--- config.mk ---
export PLATFORM = sky130hd
export DESIGN_NAME = flash_cmd_slave
export DESIGN_NICKNAME = d
export VERILOG_FILES = /design/src/rtl/flash_pkg.sv /design/src/rtl/flash_array.sv /design/src/rtl/flash_protect.sv /design/src/rtl/flash_cmd_slave.sv
export SDC_FILE = /design/constraint.sdc
export NUM_CORES = 2
export LEC_CHECK = 0
export BUFFER_PORTS_ARGS = -buffer_cell sky130_fd_sc_hd__buf_2
export CAP_MARGIN = 10
export CORE_MARGIN = 2
export CORE_UTILIZATION = 30
export CTS_CLUSTER_DIAMETER = 80
export DETAILED_ROUTE_END_ITERATION = 10
export PLACE_DENSITY = 0.55
export SETUP_SLACK_MARGIN = 0.2
export SKIP_LAST_GASP = 1
export SLEW_MARGIN = 0
export SYNTH_ARGS = -nofsm -noshare
export SYNTH_HDL_FRONTEND = slang
export SYNTH_HIERARCHICAL = 1
export SYNTH_SLANG_ARGS = --single-unit
--- constraint.sdc ---
create_clock -name clk -period 8.9 [get_ports clk]
set_input_delay 1.78 -clock clk [delete_from_list [all_inputs] [get_ports clk]]
set_output_delay 1.78 -clock clk [all_outputs]
set_load 0.01 [all_outputs]
--- src/rtl/flash_pkg.sv ---
package flash_pkg;

    typedef enum logic [3:0] {
        ST_IDLE, ST_OPC, ST_ADDR, ST_OUT, ST_WDATA, ST_SRIN, ST_HOLD, ST_SINK
    } st_e;

    typedef enum logic [3:0] {
        C_NONE, C_READ, C_RDSR, C_RDID, C_PROG, C_SERASE, C_BERASE, C_WRSR, C_WREN, C_WRDI
    } cmd_e;

    localparam logic [7:0] OP_WRSR   = 8'h01;
    localparam logic [7:0] OP_PROG   = 8'h02;
    localparam logic [7:0] OP_READ   = 8'h03;
    localparam logic [7:0] OP_WRDI   = 8'h04;
    localparam logic [7:0] OP_RDSR   = 8'h05;
    localparam logic [7:0] OP_WREN   = 8'h06;
    localparam logic [7:0] OP_RDID   = 8'hAB;
    localparam logic [7:0] OP_BERASE = 8'hC7;
    localparam logic [7:0] OP_SERASE = 8'hD8;

endpackage

--- src/rtl/flash_array.sv ---
module flash_array #(
    parameter int AW = 8,
    parameter int DW = 8
) (
    input  logic          clk,
    input  logic          rst_n,
    input  logic [AW-1:0] rd_addr,
    output logic [DW-1:0] rd_data,
    input  logic          we,
    input  logic [AW-1:0] wr_addr,
    input  logic [DW-1:0] wr_data
);
    localparam int DEPTH = 1 << AW;

    logic [DW-1:0] cells_q [DEPTH];

    // erased state (all ones) out of reset
    always_ff @(posedge clk) begin
        if (!rst_n) begin
            for (int i = 0; i < DEPTH; i++) cells_q[i] <= '1;
            rd_data <= '1;
        end else begin
            rd_data <= cells_q[rd_addr];
            if (we) cells_q[wr_addr] <= wr_data;
        end
    end
endmodule

--- src/rtl/flash_protect.sv ---
module flash_protect #(
    parameter int SW = 3
) (
    input  logic [2:0]    level,
    input  logic [SW-1:0] sector,
    output logic          hit
);
    localparam logic [SW:0] NSECT = (SW+1)'(1 << SW);

    logic [SW:0] limit;

    // shielded sectors: the lowest NSECT - NSECT/2^level
    always_comb begin
        limit = NSECT - (NSECT >> level);
        hit   = ({1'b0, sector} < limit);
    end
endmodule

--- src/rtl/flash_cmd_slave.sv ---
module flash_cmd_slave
    import flash_pkg::*;
#(
    parameter int         AW       = 8,
    parameter int         SW       = 3,
    parameter int         BUSY_CYC = 16,
    parameter logic [7:0] ID_CODE  = 8'h5A
) (
    input  logic clk,
    input  logic rst_n,
    input  logic spi_cs_n,
    input  logic spi_sck,
    input  logic spi_mosi,
    output logic spi_miso,
    output logic spi_miso_oe
);
    localparam int OFF_W      = AW - SW;
    localparam int SECT_BYTES = 1 << OFF_W;
    localparam int ARR_BYTES  = 1 << AW;
    localparam int BMAX       = (ARR_BYTES > BUSY_CYC) ? ARR_BYTES : BUSY_CYC;
    localparam int CW         = $clog2(BMAX + 1);

    typedef struct packed {
        logic          cs;
        logic          cs_p;
        logic          sck;
        logic          sck_p;
        logic          mosi;
        st_e           st;
        cmd_e          cmd;
        logic [4:0]    cnt;
        logic [6:0]    sin;
        logic [AW-1:0] addr;
        logic [7:0]    sout;
        logic [2:0]    obit;
        logic          pg_ok;
        logic          pg_wr;
        logic          wel;
        logic [2:0]    bp;
        logic [CW-1:0] busy;
        logic          erasing;
        logic [AW-1:0] eptr;
    } state_t;

    state_t q, d;

    logic          rise, fall, cs_fall, cs_rise, wip;
    logic [7:0]    bit_in, rd_data, mem_wdata;
    logic          mem_we, addr_hit, wr_hit;
    logic [AW-1:0] mem_waddr;

    assign rise    = q.sck & ~q.sck_p;
    assign fall    = ~q.sck & q.sck_p;
    assign cs_fall = q.cs_p & ~q.cs;
    assign cs_rise = q.cs & ~q.cs_p;
    assign wip     = (q.busy != '0);
    assign bit_in  = {q.sin, q.mosi};

    flash_array #(.AW(AW), .DW(8)) u_array (
        .clk(clk), .rst_n(rst_n),
        .rd_addr(q.addr), .rd_data(rd_data),
        .we(mem_we), .wr_addr(mem_waddr), .wr_data(mem_wdata)
    );

    flash_protect #(.SW(SW)) u_prot_cmd (
        .level(q.bp), .sector(q.addr[AW-1:OFF_W]), .hit(addr_hit)
    );

    flash_protect #(.SW(SW)) u_prot_wr (
        .level(q.bp), .sector(mem_waddr[AW-1:OFF_W]), .hit(wr_hit)
    );

    always_comb begin
        d         = q;
        mem_we    = 1'b0;
        mem_waddr = '0;
        mem_wdata = '0;
        d.cs      = spi_cs_n;
        d.cs_p    = q.cs;
        d.sck     = spi_sck;
        d.sck_p   = q.sck;
        d.mosi    = spi_mosi;

        // self-timed cycle: erase walks one byte per clock
        if (wip) begin
            d.busy = q.busy - 1'b1;
            if (q.erasing) begin
                mem_we    = 1'b1;
                mem_waddr = q.eptr;
                mem_wdata = 8'hFF;
                d.eptr    = q.eptr + 1'b1;
            end
            if (q.busy == CW'(1)) begin
                d.wel     = 1'b0;
                d.erasing = 1'b0;
            end
        end

        if (cs_fall) begin
            d.st  = ST_OPC;
            d.cnt = '0;
        end else if (cs_rise) begin
            case (q.cmd)
                C_WREN: if (q.st == ST_HOLD) d.wel = 1'b1;
                C_WRDI: if (q.st == ST_HOLD) d.wel = 1'b0;
                C_WRSR: if (q.st == ST_HOLD && q.wel) begin
                    d.bp   = q.sin[4:2];
                    d.busy = CW'(BUSY_CYC);
                end
                C_SERASE: if (q.st == ST_HOLD && q.wel && !addr_hit) begin
                    d.busy    = CW'(SECT_BYTES);
                    d.erasing = 1'b1;
                    d.eptr    = {q.addr[AW-1:OFF_W], OFF_W'(0)};
                end
                C_BERASE: if (q.st == ST_HOLD && q.wel && q.bp == 3'd0) begin
                    d.busy    = CW'(ARR_BYTES);
                    d.erasing = 1'b1;
                    d.eptr    = '0;
                end
                C_PROG: if (q.st == ST_WDATA && q.pg_wr) d.busy = CW'(BUSY_CYC);
                default: ;
            endcase
            d.st = ST_IDLE;
        end else if (rise) begin
            case (q.st)
                ST_OPC: begin
                    d.sin = bit_in[6:0];
                    d.cnt = q.cnt + 1'b1;
                    if (q.cnt == 5'd7) begin
                        d.cnt  = '0;
                        d.obit = '0;
                        d.st   = ST_SINK;
                        d.cmd  = C_NONE;
                        if (!wip || bit_in == OP_RDSR) begin
                            case (bit_in)
                                OP_READ:   begin d.cmd = C_READ;   d.st = ST_ADDR; end
                                OP_RDSR:   begin d.cmd = C_RDSR;   d.st = ST_OUT;  end
                                OP_RDID:   begin d.cmd = C_RDID;   d.st = ST_ADDR; end
                                OP_PROG:   begin d.cmd = C_PROG;   d.st = ST_ADDR; end
                                OP_SERASE: begin d.cmd = C_SERASE; d.st = ST_ADDR; end
                                OP_BERASE: begin d.cmd = C_BERASE; d.st = ST_HOLD; end
                                OP_WREN:   begin d.cmd = C_WREN;   d.st = ST_HOLD; end
                                OP_WRDI:   begin d.cmd = C_WRDI;   d.st = ST_HOLD; end
                                OP_WRSR:   begin d.cmd = C_WRSR;   d.st = ST_SRIN; end
                                default:   ;
                            endcase
                        end
                    end
                end
                ST_ADDR: begin
                    d.addr = {q.addr[AW-2:0], q.mosi};
                    d.cnt  = q.cnt + 1'b1;
                    if (q.cnt == 5'd23) begin
                        d.cnt   = '0;
                        d.pg_ok = q.wel;
                        d.pg_wr = 1'b0;
                        case (q.cmd)
                            C_PROG:   d.st = ST_WDATA;
                            C_SERASE: d.st = ST_HOLD;
                            default:  d.st = ST_OUT;
                        endcase
                    end
                end
                ST_WDATA: begin
                    d.sin = bit_in[6:0];
                    d.cnt = q.cnt + 1'b1;
                    if (q.cnt == 5'd7) begin
                        d.cnt = '0;
                        if (q.pg_ok && !addr_hit) begin
                            mem_we    = 1'b1;
                            mem_waddr = q.addr;
                            mem_wdata = bit_in & rd_data;
                            d.pg_wr   = 1'b1;
                        end
                        d.addr = q.addr + 1'b1;
                    end
                end
                ST_SRIN: begin
                    d.sin = bit_in[6:0];
                    d.cnt = q.cnt + 1'b1;
                    if (q.cnt == 5'd7) d.st = ST_HOLD;
                end
                ST_HOLD: d.st = ST_SINK;
                default: ;
            endcase
        end else if (fall && q.st == ST_OUT) begin
            d.obit = q.obit + 1'b1;
            if (q.obit == 3'd0) begin
                case (q.cmd)
                    C_READ: begin
                        d.sout = rd_data;
                        d.addr = q.addr + 1'b1;
                    end
                    C_RDSR:  d.sout = {3'b000, q.bp, q.wel, wip};
                    default: d.sout = ID_CODE;
                endcase
            end else begin
                d.sout = {q.sout[6:0], 1'b0};
            end
        end
    end

    always_ff @(posedge clk) begin
        if (!rst_n) q <= '0;
        else        q <= d;
    end

    assign spi_miso    = q.sout[7];
    assign spi_miso_oe = (q.st == ST_OUT);

    p_oe_released_r1: assert property (@(posedge clk) disable iff (!rst_n)
        q.cs |=> !spi_miso_oe);

    p_out_hold_r1: assert property (@(posedge clk) disable iff (!rst_n)
        (q.st == ST_OUT && !fall) |=> $stable(spi_miso));

    p_prog_needs_wel_r6: assert property (@(posedge clk) disable iff (!rst_n)
        (mem_we && !q.erasing) |-> q.wel);

    p_no_shielded_write_r11: assert property (@(posedge clk) disable iff (!rst_n)
        mem_we |-> !wr_hit);

    p_wel_cleared_r13: assert property (@(posedge clk) disable iff (!rst_n)
        $fell(wip) |-> !q.wel);

    p_busy_ignores_r12: assert property (@(posedge clk) disable iff (!rst_n)
        (q.st == ST_OPC && rise && !cs_rise && !cs_fall && q.cnt == 5'd7 && wip)
        |=> (q.st == ST_SINK || (q.st == ST_OUT && q.cmd == C_RDSR)));

endmodule

# Word level (Yosys, flattened, before mapping)
# Memories as Yosys holds them, arrays and structs flattened. A register that Yosys moved wholly into a read port is not among the register bits.
# Cells that the tools add are included.
[word_totals]
mem_count = 1
ramBits = 2048
word_cells = 194
output_inout_bits = 2
reg_bits = 68
[classes]
bitwise_logic = 13
n_shift = 1
reduce_logical = 36
magnitude_cmp = 1
eq_ne = 38
n_mux = 78
add_sub_neg = 6
[memory_table]
columns = ["name", "depth", "word_bits", "rd", "rd_clocked_by_memory_dff", "write_ports", "line", "text"]
rows = [
  ["u_array.cells_q", 256, 8, 1, 1, 256, "flash_array.sv:15", "logic [DW-1:0] cells_q [DEPTH];"],
]
[op_table]
columns = ["op", "n"]
rows = [
  ["two-way mux 8 bit", 25],
  ["case mux 7 bit (9 select lines)", 1],
  ["two-way mux 18 bit", 3],
  ["two-way mux 22 bit", 2],
  ["case mux 9 bit (4 select lines)", 1],
  ["case mux 8 bit (2 select lines)", 2],
  ["== test 4 x 3 -> 1 bit (second input constant)", 7],
  ["AND reduction 5 bit", 5],
  ["== test 8 x 3 -> 1 bit (second input constant)", 3],
  ["== test 8 bit (second input constant)", 3],
  ["two-way mux 1 bit", 22],
  ["case mux 5 bit (4 select lines)", 1],
  ["two-way mux 19 bit", 1],
  ["case mux 9 bit (2 select lines)", 1],
  ["two-way mux 17 bit", 1],
  ["adder 8 x 1 -> 8 bit (second input constant)", 2],
  ["== test 8 x 2 -> 1 bit (second input constant)", 2],
  ["case mux 4 bit (4 select lines)", 1],
  ["AND reduction 7 bit", 2],
  ["two-way mux 13 bit", 1],
  ["== test 4 x 2 -> 1 bit (second input constant)", 3],
  ["two-way mux 12 bit", 1],
  ["two-way mux 3 bit", 4],
  ["two-way mux 4 bit", 3],
  ["other kinds (40)", 76],
]

# Depth between registers and ports, before layout
[depth]
depth_word = 16
ltp_mapped = 19
ltp_nobuf = 16

# Cells and area by module
# Netlist, hierarchy kept.
[modules_own_cells]
columns = ["mod", "area_each_um2", "cells_each", "instances"]
rows = [
  ["flash_array", 94525.7, 6309, 1],
  ["flash_cmd_slave", 4122.7, 526, 1],
  ["flash_protect", 113.9, 13, 1],
]

# Least setup slack after synthesis
# No wires, ideal clock.
[synth_path]
kind = "register -> register"
from = "register q[20] (netlist bit)"
to = "memory u_array.cells_q[49][0], enable pin"
synth_period_minus_slack_ns = 4.378
path_stages_with_launch = 18
setup_ns = 0.384
arrival_time_ns = 3.994
slack_ns = 4.522
required_ns = 8.516
cell_sequence = "dfxtp_1 > inv_1 > nand3_1 > ha_1 > xor2_1 > ha_1 > and3b_1 > a221oi_2 > nand3b_1 > nor3_4 > nor2_1 > a22o_1 > clkbuf_1 > nor3_1 > nand2_1 > clkbuf_1 > clkbuf_1 > o21ai_0"
[synth_lines]
columns = ["item", "line", "text"]
rows = [
  ["from (decl)", "flash_cmd_slave.sv:45", "state_t q, d;"],
  ["from (signal assigned)", "flash_cmd_slave.sv:204", "if (!rst_n) q <= '0;"],
  ["from (signal assigned)", "flash_cmd_slave.sv:205", "else q <= d;"],
  ["to (decl)", "flash_array.sv:15", ""],
]

==> impl_metrics.py <==
metrics = {
    "run_status": {
        "status": "finished clean",
    },
    "place": {
        "portBuffers": 6,
        "place_congestion": 0.848,
        "dp_hpwl_mm": 179,
        "placed_cells": 10700,
    },
    "synthesis": {
        "async_flop_share_pct": 0,
        "syn_area_per_cell_um2": 14.4,
        "synth_edf_count": 2048,
        "synth_warnings": 6,
        "synthCells": 6848,
        "syn_area_mm2": 0.0988,
        "synth.distinct_cells": 85,
        "synth_seq_cells": 2123,
        "ys_seq_area_share_pct": 63.8,
        "syn-num-nets": 6866,
        "synthFlopType": "edfxtp_1",
    },
    "critical_path": {
        "worst_ep_required_time_ps": 9420,
        "crit_type": "reg2reg",
        "r2r_start": "q[20]",
        "rr_worst_depth": 17,
        "cp.arrival_ps": 7080,
        "end_kind": "register",
        "crit_fanout": 19,
        "timing.rr.end": "u_array/cells_q[92][1]",
        "r2r_slack_ps": 2340,
        "startpoint_type": "register",
        "cp-startpoint": "q[20]",
    },
    "clocking": {
        "tritoncts": "yes",
        "post_cts_resized": 0,
        "cts.sinks": 2123,
        "cts_buffers": 223,
        "hold_buffers": 0,
        "cts_root_buf": "clkbuf_16",
        "clock_latency_ps": 890,
        "cts_setup_buffers": 0,
        "cts_max_level": 4,
        "clk_transition_reported_paths_ps": 60,
        "clockBufferDepth": 3,
    },
    "floorplan": {
        "ios": 7,
        "row_count": 210,
        "start_util_pct": 30.2,
        "die_h_um": 578,
        "die-area_mm2": 0.334,
        "core_mm2": 0.327,
        "die_w_um": 578,
    },
    "sta": {
        "skew_ps": 48.1,
        "worst_pin_slew_ps": 1420,
        "fin_crit_sh_pct": 73.7,
        "setup_violations": 0,
        "fin_tns_setup_ps": 0,
        "period_needed_ps": 6560,
        "slew_headroom_pct": 4.48,
        "slew_violations": 0,
        "rsz0062_at_grt": "no",
        "max_freq_ghz": 0.152,
        "final-hold-violation-count": 0,
    },
    "min_path": {
        "hold_path.class": "reg2reg",
        "hold_path_depth": 2,
        "hold_end": "q[27]",
        "hold_start": "q[27]",
    },
    "layout": {
        "finalNonFillerCells": 11200,
        "fin_nets": 6643,
        "area_growth_syn_to_layout_pct": 12.2,
        "drive_above_1_share_pct": 35.8,
    },
    "flow_run": {
        "maxCapViolations": 0,
    },
    "route": {
        "wire_per_inst_um": 25.7,
        "drt-initial-drc-count": 5908,
        "dr.pass1.iters": 9,
        "vias": 58600,
        "drc": 0,
        "ant_nets": 0,
        "viasPerCell": 5.25,
        "drt-total-wl_mm": 287,
    },
    "grt": {
        "grtUsageTotal_pct": 16.9,
        "grt_antenna_before_repair": 16,
        "grt_max_degree": 175,
        "grt_pass1_vias": 58400,
        "grt_first_pass_wirelength_mm": 417,
        "grt_overflow": 0,
    },
    "power_and_ir_drop": {
        "p_per_area_mw_per_mm2": 193,
        "ir_worst_vdd_mv": 0.179,
        "leakagePower_nw": 31.0,
    },
}
## final cells by class
cell class              count  area [um^2]
fillers                 31500       217000
flip-flops and latches   2123        63000
multi-input cells        4067        33300
clock buffers             263         5840
well taps                4346         5440
clock inverters           149         1570
repair buffers            189         1520
inverters                  21         78.8
diodes                      7         17.5
## Yosys cell counts (all sizes together) (20+ instances only)
master     n  area (um^2)
a21oi     56          280
a221oi    42          374
a22o      26          228
a22oi    110          826
buf      120          654
clkbuf   517         1940
dfxtp     75         1500
edfxtp  2048        61500
inv       20         75.1
mux2      34          383
mux2i    146         1460
mux4     485        10900
nand2    464         1740
nand2b    29          181
nand3     51          255
nor2     113          427
nor2b     23          144
nor3      31          171
o21ai    132          664
o22ai     20          125
or2     1348         8430
or3      708         4430
## worst max path at each step
| stage | endpoint |
|---|---|
| 2_1_floorplan | u_array/cells_q[49][0] |
| 3_3_place_gp | u_array/cells_q[167][2] |
| 4_1_cts | u_array/cells_q[183][3] |
| 3_5_place_dp | u_array/cells_q[183][3] |
| 6_report | u_array/cells_q[92][1] |
| 5_1_grt | u_array/cells_q[92][1] |
## layer usage
metal / track usage, % / part of all wire, %
met5: 0 / 0.031
met4: 4.98 / 2.7
met3: 3.17 / 7.3
met2: 26.9 / 47
met1: 23.5 / 43
## where the power goes
group	switching, mW	internal [mW]
registers	0.115	11.2
clock network	3.98	5.53
logic	0.389	0.180
total	4.49	16.9
## cell usage in the layout, fill, tap and decap left out, types with 14 or more instances in the layout
cell	count
edfxtp_1	2048
or2_2	1348
clkbuf_1	34
o21ai_1	15
nor2_1	94
a22o_1	26
nand4_1	15
mux2_2	34
or3_1	707
o211ai_1	14
nor3_1	27
buf_4	146
mux2i_1	146
clkinv_2	41
dfxtp_1	70
a221oi_1	41
inv_1	19
a21oi_1	56
buf_2	27
nand2_1	450
nand3_1	51
o21a_1	15
mux4_2	485
clkinv_1	53
nand2b_1	29
nor4_1	14
o221ai_1	14
a22oi_1	110
bufinv_16	30
o22ai_1	20
o21ai_0	116
nor2b_1	21
clkbuf_16	227
## cell families after synthesis
logic type,synth area share [%]
AO/OA/AOI/OAI,3.64
XOR/XNOR,0.115
adder cells (fa/ha/maj),0.165
buffers and inverters,2.71
flip-flops,63.8
multiplexers,12.9
AND/OR/NAND/NOR,16.7
## flip-flops by register name, indices dropped and copies added, names as in the netlist
| signal | flops |
|---|---|
| q | 56 |
| bit_in | 8 |
| d | 2 |
| u_array/rd_data | 8 |
| u_array/cells_q | 2048 |
| spi_miso | 1 |
## per-stage QoR
stage | instance area [um^2] | hold slack [ps] | worst slack (ps) | util [%] | power (mW)
2_1_floorplan | 98800 | 432 | 4520 | - | 11.9
6_report | 111000 | 464 | 2340 | 33.8 | 21.4
4_1_cts | 111000 | 458 | 2410 | 33.8 | 21.6
3_3_place_gp | 103000 | 439 | 2430 | 31.5 | 12.1
3_5_place_dp | 103000 | 450 | 2460 | 31.5 | 12.1
5_1_grt | 111000 | 504 | 2110 | 33.8 | 22.0
## worst max-delay path, cell delays in order (launching register included)
cell,delay [ps]
dfxtp_1,370
inv_1,140
nand3_1,120
ha_1,240
xor2_1,170
ha_1,300
and3b_1,180
a221oi_2,80
nand3b_1,230
nor3_4,740
nor2_1,260
a22o_1,520
nor2_1,380
nand3_1,650
nor2_2,680
buf_4,370
nand2_1,300
nand2_1,420
No activity file was read; power rests on OpenSTA's default activity.
